File: config.mk
export PLATFORM = sky130hd
export DESIGN_NAME = serial_tx_dbuf
export DESIGN_NICKNAME = d
export VERILOG_FILES = /design/src/rtl/txb_pkg.sv /design/src/rtl/txb_hold.sv /design/src/rtl/txb_serializer.sv /design/src/rtl/serial_tx_dbuf.sv
export SDC_FILE = /design/constraint.sdc
export NUM_CORES = 1
export LEC_CHECK = 0
export ABC_AREA = 1
export CAP_MARGIN = 15
export CORE_MARGIN = 2
export CORE_UTILIZATION = 55
export DETAILED_ROUTE_END_ITERATION = 10
export GPL_TIMING_DRIVEN = 1
export HOLD_SLACK_MARGIN = 0.12
export PLACE_DENSITY = 0.88
export SLEW_MARGIN = 30
export SYNTH_ARGS = -nofsm -noshare
export SYNTH_HDL_FRONTEND = slang
export SYNTH_HIERARCHICAL = 1
export SYNTH_SLANG_ARGS = --single-unit
File: constraint.sdc
create_clock -name clk -period 1.8 [get_ports clk]
set_input_delay 0.18 -clock clk [delete_from_list [all_inputs] [get_ports clk]]
set_output_delay 0.18 -clock clk [all_outputs]
set_load 0.01 [all_outputs]
File: src/rtl/txb_pkg.sv
package txb_pkg;
  typedef struct packed {
    logic par_en;
    logic par_odd;
    logic two_stop;
  } txb_fmt_t;
endpackage

File: src/rtl/txb_hold.sv
module txb_hold #(
  parameter int DATA_W = 8
) (
  input  logic              clk,
  input  logic              rst,
  input  logic              load,
  input  logic [DATA_W-1:0] din,
  input  logic              take,
  output logic              ready,
  output logic [DATA_W-1:0] hold_q
);
  always_ff @(posedge clk) begin
    if (rst) begin
      ready  <= 1'b1;
      hold_q <= '0;
    end else if (load && ready) begin
      ready  <= 1'b0;
      hold_q <= din;
    end else if (take) begin
      ready  <= 1'b1;
    end
  end
endmodule

File: src/rtl/txb_serializer.sv
module txb_serializer
  import txb_pkg::*;
#(
  parameter int DATA_W = 8,
  parameter int OVS    = 16
) (
  input  logic              clk,
  input  logic              rst,
  input  logic              tick,
  input  logic              pending,
  input  logic [DATA_W-1:0] data,
  input  txb_fmt_t          fmt,
  output logic              take,
  output logic              busy,
  output logic              txd
);
  localparam int FW = DATA_W + 3;
  localparam int CW = (OVS > 1) ? $clog2(OVS) : 1;
  localparam int NW = $clog2(FW + 2);

  logic [CW-1:0] sub_cnt;
  logic [NW-1:0] bits_left;
  logic [FW-1:0] shreg;
  logic [FW-1:0] frame;
  logic [NW-1:0] frame_len;
  logic          par_bit;
  logic          bit_end;
  logic          last_bit;

  always_comb begin
    par_bit   = fmt.par_odd ? ~^data : ^data;
    frame     = fmt.par_en ? {2'b11, par_bit, data} : {3'b111, data};
    frame_len = NW'(DATA_W + 2) + NW'(fmt.par_en) + NW'(fmt.two_stop);
    bit_end   = (sub_cnt == CW'(OVS - 1));
    last_bit  = bit_end && (bits_left == NW'(1));
    take      = tick && pending && (!busy || last_bit);
  end

  always_ff @(posedge clk) begin
    if (rst) begin
      txd       <= 1'b1;
      busy      <= 1'b0;
      sub_cnt   <= '0;
      bits_left <= '0;
      shreg     <= '1;
    end else if (take) begin
      txd       <= 1'b0;
      busy      <= 1'b1;
      sub_cnt   <= '0;
      bits_left <= frame_len;
      shreg     <= frame;
    end else if (tick && busy) begin
      if (bit_end) begin
        sub_cnt <= '0;
        if (last_bit) begin
          busy <= 1'b0;
          txd  <= 1'b1;
        end else begin
          txd       <= shreg[0];
          shreg     <= {1'b1, shreg[FW-1:1]};
          bits_left <= bits_left - NW'(1);
        end
      end else begin
        sub_cnt <= sub_cnt + CW'(1);
      end
    end
  end
endmodule

File: src/rtl/serial_tx_dbuf.sv
module serial_tx_dbuf
  import txb_pkg::*;
#(
  parameter int DATA_W = 8,
  parameter int OVS    = 16
) (
  input  logic              clk,
  input  logic              rst,
  input  logic              tick,
  input  logic              load,
  input  logic [DATA_W-1:0] din,
  input  logic              cfg_par_en,
  input  logic              cfg_par_odd,
  input  logic              cfg_two_stop,
  input  logic              irq_en,
  output logic              txd,
  output logic              ready,
  output logic              irq
);
  logic              take;
  logic              sh_busy;
  logic              pending;
  logic [DATA_W-1:0] hold_q;
  txb_fmt_t          fmt;

  assign fmt     = '{par_en: cfg_par_en, par_odd: cfg_par_odd, two_stop: cfg_two_stop};
  assign pending = ~ready;
  assign irq     = ready & irq_en;

  txb_hold #(.DATA_W(DATA_W)) u_hold (
    .clk   (clk),
    .rst   (rst),
    .load  (load),
    .din   (din),
    .take  (take),
    .ready (ready),
    .hold_q(hold_q)
  );

  txb_serializer #(.DATA_W(DATA_W), .OVS(OVS)) u_ser (
    .clk    (clk),
    .rst    (rst),
    .tick   (tick),
    .pending(pending),
    .data   (hold_q),
    .fmt    (fmt),
    .take   (take),
    .busy   (sh_busy),
    .txd    (txd)
  );
endmodule

==> out/metrics.yaml <==
total_power_w: 0.00128
drive_above_1_share: 0.109
synth_top_cell_area_share: 0.352
synth_edf_count: 0
grt_use_met2: 0.323
ys_seq_area_frac: 0.352
holdCritPathClass: "primary input to register"
grt_max_degree: 29
syn_to_final_growth_pct: 13.4
startpoint: "u_ser/sub_cnt[0]"
post_cts_buffers: 0
synth.most_common_cell: "nand2_1"
grt_pass1_vias: 1239
critPathLaunchType: "register"
ys_types: 30
rsz0062_at_grt: "no"
nets: 269
port-buffer-count: 18
syn_area_mm2: 0.00159
h-tree-depth: 1
synthArstFlopShare: 0
n_fill_cell: 232
dieArea_mm2: 0.00334
hold_start: "din[4]"
avgSynthCellArea_um2: 6.96
drt-initial-drc-count: 65
cp_max_fo: 28
slew_violations: 0
diodes: 0
cts_buffers: 3
outcome: "finished clean"
cts_hold_buf: 0
root_buffer: "clkbuf_4"
clock_latency_ps: 320
drt-total-wl_mm: 2.82
ys_ff_latch: 28
clk_pin_slew_ps: 150
drt_first_pass_iters: 6
critPathKind: "register to register"
met1_usage: 0.269
final-setup-viol-count: 0
fp-row-count: 19
fin_crit_ps: 1620
gr-max-usage-layer: "met2"
worstPathRequired_ps: 2010
powerDensity_mw_per_mm2: 706
fin_cells: 279
tns_ps: 0
placed_cells: 275
ys_warn_count: 6
worst_slew_pin_slew_ps: 340
fmax_mhz: 618
io-pin-count: 19
place_congestion: 0.832
syn_nets: 249
ant_nets: 0
netlist_top_cells_area: "dfxtp_1 35%, nand2_1 18%, inv_1 7.3%"
ir_drop_mv: 0.517
ys.flop_type: "dfxtp_1"
synthTopCellsByCount: "78 x nand2_1, 31 x inv_1, 28 x dfxtp_1"
syn_inst: 229
end_kind: "register"
grt_overflow_total: 0
cp.arrival_ps: 1830
die_h_um: 57.8
period_share: 0.898
avgRoutedWirePerCell_um: 10.1
grt_pass1_wl_mm: 5.22
initial_utilization: 0.578
antenna_found_initial: 0
route.vias.total: 1364
relSlewSlack: 0.773
vias_per_cell: 4.89
maxCapViolations: 0
dp_hpwl_mm: 2.11
hold_viol_final: 0
cts_tree: "yes"
core_mm2: 0.00276
clockBufferDepth: 2
p_leak_nw: 0.908
synth_top_area_cell: "dfxtp_1"
cts.sinks: 28
met3_usage: 0.0268
cts_repair_resize_count: 0
die_w_um: 57.8
grt_use_total: 0.197
finClkSkew_ps: 3.17
drcViolationCount: 0
reg2reg_from: "u_ser/sub_cnt[0]"
-- layout make-up --
class / count / area (um2) / share of cell area
well taps: 31 / 38.8 / 0.0215
inverters: 34 / 131 / 0.0727
flip-flops and latches: 28 / 561 / 0.310
clock buffers: 4 / 36.3 / 0.0201
repair buffers: 19 / 188 / 0.104
multi-input cells: 163 / 852 / 0.472
-- metal layers --
metal,share of wire,vias up,wire length [um]
met4,0.0060,0,17
li1,-,748,-
met2,0.47,31,1330
met3,0.048,2,136
met1,0.47,583,1330
met5,0,-,0
-- state kept, by name (all words and copies together) (netlist names) --
name,count
u_ser/sub_cnt,4
u_ser/busy,1
u_ser/bits_left,4
u_hold/hold_q,8
u_ser/shreg,9
u_ser/txd,1
u_hold/ready,1
-- power breakdown --
group,switching [W],internal (W)
combinational,0.000156,0.000123
sequential,0.0000338,0.000661
clock,0.000178,0.000124
-- critical path: stages (launching register included) --
cell	delay [ps]
dfxtp_1	410
ha_1	210
nand2_1	100
nor2_4	110
nand2_4	80
nand2_4	90
nand2_8	140
nand2_4	160
inv_4	70
nand2_1	60
nand3_1	70
-- cells in the final DEF (no fill, tap or decap), drive strengths merged, types with 4 or more instances in the layout --
cell	synthesis	layout
o21ai	15	15
nor2	21	21
ha	4	4
clkdlybuf4s50	0	18
dfxtp	28	28
clkbuf	0	4
nand2	89	89
inv	32	32
nand3	17	17
nor3	4	4
-- cells by family after synthesis --
logic type | count (synthesis) | share of synthesized area
AO/OA/AOI/OAI | 21 | 0.0919
flip-flops | 28 | 0.352
buffers and inverters | 38 | 0.113
XOR/XNOR | 5 | 0.0275
AND/OR/NAND/NOR | 133 | 0.384
adder cells (fa/ha/maj) | 4 | 0.0314
-- through the flow --
step	util	hold WS, ps	worst slack, ps	instance area, um2
floorplan	-	242	406	1590
global placement	0.642	457	200	1770
detailed placement	0.642	455	141	1770
CTS	0.655	401	191	1810
global route	0.655	409	50.6	1810
finish	0.655	419	183	1810
-- final timing paths --
| path | end | slack (ps) | cells after the start |
|---|---|---|---|
| min reg2reg | u_ser/shreg[6] | 490 | 2 |
| max reg2reg | u_ser/shreg[3] | 180 | 10 |
| min | u_hold/hold_q[4] | 420 | 3 |
| max | u_ser/shreg[3] | 180 | 10 |
No activity file was read; power rests on OpenSTA's default activity.
